$ cat src/rtl/cnm_pkg.sv
package cnm_pkg;
   localparam int NUM_VBANKS   = 12;
   localparam int NT_FIRST     = 8;
   localparam int PRG_FIELD_W  = 6;
   localparam int VB_W         = 8;
   localparam int NUM_RAM_PAGE = 4;
   localparam logic [VB_W-1:0] NT_THRESH = 8'hE0;

   typedef struct packed {
      logic       vbank;
      logic [3:0] vidx;
      logic       win0;
      logic       win1;
      logic       win2;
      logic       prot;
   } cpu_wr_t;

   function automatic cpu_wr_t decode_write(input logic we, input logic [15:0] a);
      cpu_wr_t d;
      d.vbank = we && a[15] && (a[14:13] != 2'b11);
      d.vidx  = a[14:11];
      d.win0  = we && (a[15:11] == 5'b11100);
      d.win1  = we && (a[15:11] == 5'b11101);
      d.win2  = we && (a[15:11] == 5'b11110);
      d.prot  = we && (a[15:11] == 5'b11111);
      return d;
   endfunction
endpackage

$ cat src/rtl/cnm_prg_regs.sv
module cnm_prg_regs
   import cnm_pkg::*;
#(
   parameter int PRG_AW = 19
) (
   input  logic              clk,
   input  logic              rst_n,
   input  logic              wr_win0,
   input  logic              wr_win1,
   input  logic              wr_win2,
   input  logic              wr_prot,
   input  logic [7:0]        wdata,
   input  logic [1:0]        win,
   input  logic [12:0]       offset,
   output logic [PRG_AW-1:0] prg_rom_addr,
   output logic              nt_dis_lo,
   output logic              nt_dis_hi,
   output logic [NUM_RAM_PAGE-1:0] wpage_en
);
   localparam int PRG_BW = PRG_AW - 13;

   logic [PRG_FIELD_W-1:0] win_bank [3];
   logic [2:0]             win_wr;
   logic [7:0]             prot_q;
   logic [PRG_BW-1:0]      bank_sel;

   assign win_wr = {wr_win2, wr_win1, wr_win0};

   for (genvar w = 0; w < 3; w++) begin : g_win
      always_ff @(posedge clk) begin
         if (!rst_n)         win_bank[w] <= '0;
         else if (win_wr[w]) win_bank[w] <= wdata[PRG_FIELD_W-1:0];
      end
   end

   always_ff @(posedge clk) begin
      if (!rst_n) begin
         nt_dis_lo <= 1'b0;
         nt_dis_hi <= 1'b0;
      end else if (wr_win1) begin
         nt_dis_lo <= wdata[6];
         nt_dis_hi <= wdata[7];
      end
   end

   always_ff @(posedge clk) begin
      if (!rst_n)       prot_q <= '0;
      else if (wr_prot) prot_q <= wdata;
   end

   for (genvar p = 0; p < NUM_RAM_PAGE; p++) begin : g_page
      assign wpage_en[p] = prot_q[6] & ~prot_q[p];
   end

   always_comb begin
      if (win == 2'b11) bank_sel = '1;
      else              bank_sel = win_bank[win][PRG_BW-1:0];
   end

   assign prg_rom_addr = {bank_sel, offset};

   logic unused_prot;
   assign unused_prot = ^{prot_q[7], prot_q[5:4]};
endmodule

$ cat src/rtl/cnm_vbank_regs.sv
module cnm_vbank_regs
   import cnm_pkg::*;
#(
   parameter int CHR_AW = 18
) (
   input  logic              clk,
   input  logic              rst_n,
   input  logic              wr_vbank,
   input  logic [3:0]        wr_idx,
   input  logic [7:0]        wdata,
   input  logic              nt_dis_lo,
   input  logic              nt_dis_hi,
   input  logic [13:0]       ppu_addr,
   output logic [CHR_AW-1:0] chr_rom_addr,
   output logic              ciram_sel,
   output logic              ciram_a10
);
   localparam int CHR_BW = CHR_AW - 10;

   logic [VB_W-1:0]       bank_val [NUM_VBANKS];
   logic [NUM_VBANKS-1:0] bank_nt;
   logic                  want_nt;
   logic [3:0]            rd_idx;

   assign want_nt = (wdata >= NT_THRESH);

   for (genvar g = 0; g < NUM_VBANKS; g++) begin : g_bank
      logic permit;
      if (g < 4) begin : g_lo
         assign permit = ~nt_dis_lo;
      end else if (g < NT_FIRST) begin : g_hi
         assign permit = ~nt_dis_hi;
      end else begin : g_nt
         assign permit = 1'b1;
      end

      localparam logic [VB_W-1:0] RST_VAL =
         (g >= NT_FIRST) ? VB_W'((g - NT_FIRST) >> 1) : '0;
      localparam logic RST_NT = (g >= NT_FIRST);

      always_ff @(posedge clk) begin
         if (!rst_n) begin
            bank_val[g] <= RST_VAL;
            bank_nt[g]  <= RST_NT;
         end else if (wr_vbank && (wr_idx == 4'(g))) begin
            bank_val[g] <= wdata;
            bank_nt[g]  <= want_nt & permit;
         end
      end
   end

   always_comb begin
      if (ppu_addr[13:12] == 2'b11) rd_idx = {2'b10, ppu_addr[11:10]};
      else                          rd_idx = ppu_addr[13:10];
   end

   assign ciram_sel    = bank_nt[rd_idx];
   assign ciram_a10    = bank_val[rd_idx][0];
   assign chr_rom_addr = {bank_val[rd_idx][CHR_BW-1:0], ppu_addr[9:0]};
endmodule

$ cat src/rtl/cart_nt_mapper.sv
module cart_nt_mapper
   import cnm_pkg::*;
#(
   parameter int PRG_AW = 19,
   parameter int CHR_AW = 18
) (
   input  logic              clk,
   input  logic              rst_n,
   input  logic [15:0]       cpu_addr,
   input  logic [7:0]        cpu_wdata,
   input  logic              cpu_we,
   input  logic [13:0]       ppu_addr,
   input  logic              ppu_we,
   output logic [PRG_AW-1:0] prg_rom_addr,
   output logic [12:0]       prg_ram_addr,
   output logic              prg_ram_we,
   output logic [3:0]        prg_ram_wpage_en,
   output logic [CHR_AW-1:0] chr_rom_addr,
   output logic              ciram_sel,
   output logic              ciram_a10,
   output logic              ciram_we
);
   localparam int PRG_BW = PRG_AW - 13;
   localparam int CHR_BW = CHR_AW - 10;

   if (PRG_BW < 1 || PRG_BW > PRG_FIELD_W) begin : g_bad_prg
      $error("PRG_AW must lie in 14..19");
   end
   if (CHR_BW < 1 || CHR_BW > VB_W) begin : g_bad_chr
      $error("CHR_AW must lie in 11..18");
   end

   cpu_wr_t wr;
   logic    nt_dis_lo, nt_dis_hi;
   logic    in_ram_win;

   assign wr = decode_write(cpu_we, cpu_addr);

   cnm_prg_regs #(.PRG_AW(PRG_AW)) u_prg (
      .clk          (clk),
      .rst_n        (rst_n),
      .wr_win0      (wr.win0),
      .wr_win1      (wr.win1),
      .wr_win2      (wr.win2),
      .wr_prot      (wr.prot),
      .wdata        (cpu_wdata),
      .win          (cpu_addr[14:13]),
      .offset       (cpu_addr[12:0]),
      .prg_rom_addr (prg_rom_addr),
      .nt_dis_lo    (nt_dis_lo),
      .nt_dis_hi    (nt_dis_hi),
      .wpage_en     (prg_ram_wpage_en)
   );

   cnm_vbank_regs #(.CHR_AW(CHR_AW)) u_vbank (
      .clk          (clk),
      .rst_n        (rst_n),
      .wr_vbank     (wr.vbank),
      .wr_idx       (wr.vidx),
      .wdata        (cpu_wdata),
      .nt_dis_lo    (nt_dis_lo),
      .nt_dis_hi    (nt_dis_hi),
      .ppu_addr     (ppu_addr),
      .chr_rom_addr (chr_rom_addr),
      .ciram_sel    (ciram_sel),
      .ciram_a10    (ciram_a10)
   );

   assign in_ram_win   = (cpu_addr[15:13] == 3'b011);
   assign prg_ram_addr = cpu_addr[12:0];
   assign prg_ram_we   = cpu_we && in_ram_win && prg_ram_wpage_en[cpu_addr[12:11]];
   assign ciram_we     = ppu_we && ciram_sel;
endmodule

$ cat config.mk
export PLATFORM = sky130hd
export DESIGN_NAME = cart_nt_mapper
export DESIGN_NICKNAME = d
export VERILOG_FILES = /design/src/rtl/cnm_pkg.sv /design/src/rtl/cnm_prg_regs.sv /design/src/rtl/cnm_vbank_regs.sv /design/src/rtl/cart_nt_mapper.sv
export SDC_FILE = /design/constraint.sdc
export NUM_CORES = 1
export LEC_CHECK = 0
export ABC_AREA = 1
export BUFFER_PORTS_ARGS = -buffer_cell sky130_fd_sc_hd__buf_2
export CORE_ASPECT_RATIO = 1.25
export CORE_UTILIZATION = 30
export CTS_CLUSTER_DIAMETER = 150
export CTS_CLUSTER_SIZE = 40
export DETAILED_ROUTE_END_ITERATION = 10
export PLACE_DENSITY = 0.46
export SLEW_MARGIN = 5
export SYNTH_ARGS = -nofsm -noshare
export SYNTH_HDL_FRONTEND = slang
export SYNTH_HIERARCHICAL = 1
export SYNTH_SLANG_ARGS = --single-unit
$ cat constraint.sdc
create_clock -name clk -period 2.4 [get_ports clk]
set_input_delay 0.24 -clock clk [delete_from_list [all_inputs] [get_ports clk]]
set_output_delay 0.24 -clock clk [all_outputs]
set_load 0.02 [all_outputs]
==> results of run 1 <==
-- sequential cells by signal (all words and copies together) (netlist names) --
signal and cells:
u_vbank/bank_val 96, u_prg/win_bank 18, u_vbank/bank_nt 12, u_prg/prot_q 5
u_prg/nt_dis_hi 1, u_prg/nt_dis_lo 1
-- per-stage QoR --
stage	util (%)	total power, mW	cell area, µm²	worst slack, ps
after detailed placement	31.9	3.24	7150	339
after global routing	34.5	5.99	7740	494
after CTS	34.5	5.83	7740	591
after global placement	31.9	3.24	7150	371
final	34.5	5.77	7740	619
after floorplan	-	3.12	6920	623
-- worst max-delay path by stage --
| stage | start | to | slack, ps | cells after the start |
|---|---|---|---|---|
| 5_1_grt | ppu_addr[11] | ciram_we | 490 | 9 |
| 6_report | ppu_addr[11] | chr_rom_addr[17] | 620 | 7 |
| 3_5_place_dp | cpu_addr[13] | u_vbank/bank_val[1][2] | 340 | 8 |
| 3_3_place_gp | cpu_addr[13] | u_vbank/bank_val[2][6] | 370 | 8 |
| 4_1_cts | ppu_addr[11] | chr_rom_addr[17] | 590 | 7 |
| 2_1_floorplan | cpu_addr[14] | u_vbank/bank_val[11][0] | 620 | 5 |
-- report_power, final --
part	switching, mW	internal, mW
registers	0.0292	2.61
logic	0.397	0.142
clock network	0.966	1.62
total	1.39	4.38
-- cells by family (layout without fill, tap and decap cells) --
| logic type | count (synthesis) | after routing | synth area share (%) |
|---|---|---|---|
| buf+inv | 229 | 248 | 15.2 |
| flops | 133 | 133 | 55.0 |
| simple gates | 482 | 482 | 28.4 |
| compound gates | 19 | 19 | 1.37 |
-- tightest hold or removal path, cell delays in order --
cell,delay [ps]
buf_2,120
nor2_1,50
nor2_1,80
-- metal layers --
metal | track usage (%) | up-vias | part of all wire (%) | routed length (µm)
met1 | 20.4 | 2353 | 44 | 7960
met5 | 0 | - | 0 | 0
met2 | 27.9 | 116 | 50 | 8930
met4 | 6.14 | 0 | 2.0 | 352
li1 | - | 2628 | - | -
met3 | 2.98 | 27 | 3.9 | 694
-- layout make-up --
| class | count | area share [%] |
|---|---|---|
| Sequential cell | 133 | 49.1 |
| Multi-Input combinational cell | 501 | 26.6 |
| Inverter | 161 | 7.81 |
| Clock buffer | 17 | 5.50 |
| Tap cell | 283 | 4.57 |
| Timing Repair Buffer | 56 | 4.27 |
| Clock inverter | 14 | 2.10 |
-- cells in the final DEF (no fill, tap or decap), drive strengths merged --
cell type	n
nor2	156
clkinv	11
o21ai	17
a21oi	2
buf	56
inv	161
edfxtp	114
nand4	2
or2	2
nand3	94
clkbuf	17
nor3	4
dfxtp	19
nand2	224
bufinv	3
==> impl_metrics.yaml, run 1 <==
outcome:
  status: "finished clean"
worst_hold_path:
  worst_hold_path.endpoint: "u_prg/prot_q[1]"
  worstHoldStart: "cpu_wdata[1]"
  min_delay_path_depth: 3
  hold_path_class: "input pin to flop"
pwr:
  p_leak_nw: 3.69
  max-vdd-ir-drop_uv: 396
  power.density_nw_per_um2: 745
placed_design:
  gp_congestion: 0.810
  io_buffers: 46
  hpwl_mm: 12.4
  placedCellCount: 1134
job:
  cap_violations: 0
synthesis:
  ys_seq_area_share_pct: 55.0
  synth.distinct_cells: 19
  synth_top_area_cell: "edfxtp_1"
  synth-seq-cells: 133
  synthTopCellsByArea: "edfxtp_1 49%, nand2_1 12%, inv_1 8.5%, nor2_1 8.3%, nand3_1 6.8%"
  synth_flop_cell: "edfxtp_1"
  synth_common_cells: "218 x nand2_1, 156 x inv_1, 153 x nor2_1"
  yosys.area.top_type_share_pct: 49.5
  syn_area_per_cell_um2: 8.02
  synth_area_um2: 6920
  synth.most_common_cell: "nand2_1"
  syn_inst: 863
  yosysWarningCount: 6
  synth-edff-count: 114
  syn_nets: 905
  async_reset_ff_share_pct: 0
die:
  fp.dieW_um: 138
  dieArea_um2: 23700
  die_h_um: 172
  io-pin-count: 100
  core.rowCount: 61
  core_area_um2: 22400
  start_util_pct: 30.8
cts:
  ctsHoldBuffers: 0
  clockRootBuffer: "clkbuf_16"
  cts_tree: "done"
  worstSkewPairLatency_ps: 420
  cts_resized: 0
  cts_setup_buffers: 0
  cts_htree_levels: 4
  cts_made_buffers: 17
  clk_pin_slew_worst_paths_ps: 50
  cts.sinks: 133
  clk_path_buf_depth: 2
sta:
  fin_crit_ps: 1780
  fin_crit_sh_pct: 74.2
  hold_ws_ps: 106
  clock.fmax_ghz: 0.561
  tightest_slew_ps: 702
  tns_ps: 0
  slew_viol_final: 0
  finalSetupViolCount: 0
  rsz0062_at_grt: "false"
  final_hold_viol_count: 0
  slew-limit-headroom_pct: 53.1
  finClkSkew_ps: 5.31
worst_setup_path:
  r2r-end: "u_vbank/bank_nt[4]"
  end_kind: "output port"
  rrSetupSlack_ps: 1500
  crit_chain: "buf_2 > inv_2 > nand3_1 > nand2_1 > nand2_1 > nand3_1 > buf_2"
  r2r_cells: 3
  crit_required_ps: 2160
  startpoint_type: "input pin"
  crit_type: "input pin to output port"
  cp_max_fo: 27
  cp_slowest_cell: "inv_2"
  critPathBufInv: 3
  crit_family: "buffers and inverters"
  cp.arrival_ps: 1540
  crit_path_max_incr_delay_ps: 430
  reg2reg_from: "u_prg/nt_dis_hi"
final_layout:
  final_nets: 912
  layout-drive-gt1-share_pct: 11.3
  syn2layout_area_growth_pct: 11.9
  multi_input_area_um2: 2060
  instances_no_fill: 1165
  antennaDiodeCount: 0
  seq_area_um2: 3800
  num-fill-cells: 2393
routing:
  vias: 5124
  initialDrtViolationCount: 416
  remaining_drc_errors: 0
  finalWirelength_mm: 17.9
  drtAntennaViolNets: 0
  wl_per_cell_um: 15.4
  vias_per_cell: 4.40
  drtPass1Iterations: 5
grt:
  grt_overflow: 0
  grt_max_degree: 55
  grt_util_all_layers_pct: 16.4
  antenna_found_initial: 0
  grt_pass1_wl_mm: 28.0
  first_global_vias: 4914
Note: power is estimated with default switching activity, not from simulation.
==> run 2, diff against run 1 <==
- ABC_AREA: 1 -> 0
- PLACE_DENSITY: 0.46 -> 0.48
- clock period: 2.4 -> 1.6 ns (I/O delays scaled with it)
==> run 2 against run 1 <==
Compared with the run above: the flow now finishes with violations (negative setup slack); routed wire length is 6.1% lower; die area is 3.5% lower; critical path depth is 3 lower; clock skew is 3.4 ps lower; synthesized area is 3.6% lower; clock power is 51% higher; largest power group unchanged; non-clock buffer count is 51 higher; hold slack better by 110 ps.
==> impl_metrics.yaml, run 2 <==
final_layout:
  final_cell_mix: "114 x edfxtp_1, 94 x and2_1, 62 x buf_4, 34 x buf_2, 25 x mux2i_1"
  final_nets: 631
  num-fill-cells: 2135
  syn2layout_area_growth_pct: 20.4
  multi_input_area_um2: 2480
  top_regs: "u_vbank/bank_val: 96 flops, u_prg/win_bank: 18 flops, u_vbank/bank_nt: 12 flops"
  antennaDiodeCount: 0
  seq_area_um2: 3810
  largest-register: "u_vbank/bank_val"
  layout-drive-gt1-share_pct: 31.9
  final_common_cell: "edfxtp_1"
  largest_register_ffs: 96
synthesis:
  yosysWarningCount: 6
  async_reset_ff_share_pct: 0
  yosys.area.top_type_share_pct: 51.3
  syn_area_per_cell_um2: 12.6
  synth_flop_cell: "edfxtp_1"
  synth-edff-count: 114
  syn_nets: 571
  synth.distinct_cells: 38
  synth_common_cells: "114 x edfxtp_1, 95 x and2_1, 40 x buf_4"
  synthTopCellsByArea: "edfxtp_1 51%, and2_1 8.9%, dfxtp_1 5.7%, buf_4 4.5%, mux2i_1 3.8%"
  synth_top_area_cell: "edfxtp_1"
  synth_area_um2: 6670
  ys_seq_area_share_pct: 57.0
  synth.most_common_cell: "edfxtp_1"
  syn_inst: 529
  synth-seq-cells: 133
worst_setup_path:
  crit_required_ps: 1440
  crit_family: "multiplexers"
  critPathBufInv: 1
  crit_chain: "mux4_2 > nand2_2 > o31ai_4 > buf_6"
  cp_slowest_cell: "mux4_2"
  cp.arrival_ps: 1690
  cp_max_fo: 1
  crit_path_max_incr_delay_ps: 510
  rrSetupSlack_ps: 650
  end_kind: "output port"
  crit_type: "flop to output port"
  startpoint_type: "flop"
die:
  die_h_um: 169
  core_area_um2: 21700
  io-pin-count: 100
  dieArea_um2: 22800
  fp.dieW_um: 135
  core.rowCount: 60
  start_util_pct: 30.7
cts:
  worstSkewPairLatency_ps: 410
  clockRootBuffer: "clkbuf_16"
  cts_tree: "done"
  cts_made_buffers: 17
  cts_htree_levels: 4
  clk_path_buf_depth: 2
  cts.sinks: 133
  clk_pin_slew_worst_paths_ps: 60
sta:
  hold_ws_ps: 213
  final_hold_viol_count: 0
  finClkSkew_ps: 1.94
  layout_setup_ws_ps: -251
  fin_crit_sh_pct: 116
  fin_crit_ps: 1850
  rsz0062_at_grt: "true"
  finalSetupViolCount: 12
  tightest_slew_ps: 416
  tns_ps: -2290
  clock.fmax_ghz: 0.540
  slew-limit-headroom_pct: 72.3
  slew_viol_final: 0
grt:
  grt_use_met3_pct: 3.77
  grt_max_degree: 29
  antenna_found_initial: 0
  grt.busiest_layer: "met2"
  grt_pass1_wl_mm: 25.7
  use_met1_pct: 18.5
  grt_overflow: 0
  use_met2_pct: 27.4
  grt_util_all_layers_pct: 15.7
  first_global_vias: 4485
pwr:
  max-vdd-ir-drop_uv: 657
  p_leak_nw: 3.05
  power.density_nw_per_um2: 1090
routing:
  remaining_drc_errors: 0
  vias_per_cell: 4.81
  initialDrtViolationCount: 300
  vias: 4235
  finalWirelength_mm: 16.8
  wl_per_cell_um: 19.1
  drtAntennaViolNets: 0
  drtPass1Iterations: 4
placed_design:
  gp_congestion: 0.806
  io_buffers: 46
  hpwl_mm: 12.2
job:
  cap_violations: 0
outcome:
  violations: "negative setup slack"
  status: "complete, but fails checks"
worst_hold_path:
  hold_path_class: "input pin to flop"
==> run 2: cell types whose count changed in the layout (fill, tap and decap cells not counted), sizes merged, moves of 51 or more <==
cell | before | now
nand2 | 224 | 12
inv | 161 | 9
nor2 | 156 | 12
buf | 56 | 107
nand3 | 94 | 15
and2 | 0 | 95
==> run 2: routing by layer <==
| metal | up-vias | share of wire, % | wire length [µm] |
|---|---|---|---|
| met5 | - | 0 | 0 |
| met4 | 0 | 1.2 | 196 |
| met3 | 18 | 4.1 | 695 |
| met2 | 100 | 52 | 8780 |
| met1 | 2095 | 43 | 7180 |
| li1 | 2022 | - | - |
==> run 2: worst min-delay path, stage by stage <==
cell	delay, ps
buf_2	140
buf_4	210
nand3_1	80
==> run 2: final timing paths <==
check	depth (start not counted)	startpoint	endpoint
worst max-delay path	4	u_vbank/bank_val[11][6]	chr_rom_addr[16]
worst min-delay path	3	rst_n	u_vbank/bank_nt[8]
worst max register to register	3	u_prg/nt_dis_lo	u_vbank/bank_nt[2]
worst min register to register	2	u_vbank/bank_nt[6]	u_vbank/bank_nt[6]
==> run 2: layout make-up <==
cell class | instances | area share, %
clock buffers | 17 | 5.30
inverters | 3 | 0.140
repair buffers | 107 | 9.78
flip-flops and latches | 133 | 47.4
well taps | 279 | 4.35
clock inverters | 15 | 2.12
multi-input cells | 327 | 30.9
==> run 2: report_power, final <==
group | leakage (nW) | total (mW) | internal (mW) | switching (mW)
clock network | 0.287 | 3.89 | 2.33 | 1.55
logic | 1.52 | 0.862 | 0.359 | 0.503
registers | 1.24 | 3.98 | 3.92 | 0.0569
total | 3.05 | 8.73 | 6.61 | 2.11
==> run 2: cell families after synthesis <==
logic type / Yosys count / share of synthesized area [%]
AOI/OAI and AO/OA: 66 / 6.45
muxes: 59 / 11.5
and+or+nand+nor: 202 / 18.4
DFF: 133 / 57.0
buffers and inverters: 69 / 6.66
==> run 2: through the flow <==
stage	total power [mW]	utilization, %	cell area, µm²	setup WS (ps)	std cells
global placement	4.88	33.8	7340	-195	850
finish	8.73	37.0	8030	-251	881
CTS	8.80	36.8	7990	-284	881
detailed placement	4.89	33.8	7340	-219	850
floorplan	4.62	-	6690	-181	529
global route	9.03	37.0	8030	-296	881
==> run 2: what timing repair did <==
item | in CTS | in global routing
buffers inserted | 0 | 0
hold buffers | 0 | 0
endpoints found under the setup margin | 17 | 17
pin swaps | 3 | 3
gates resized for setup | 18 | 13
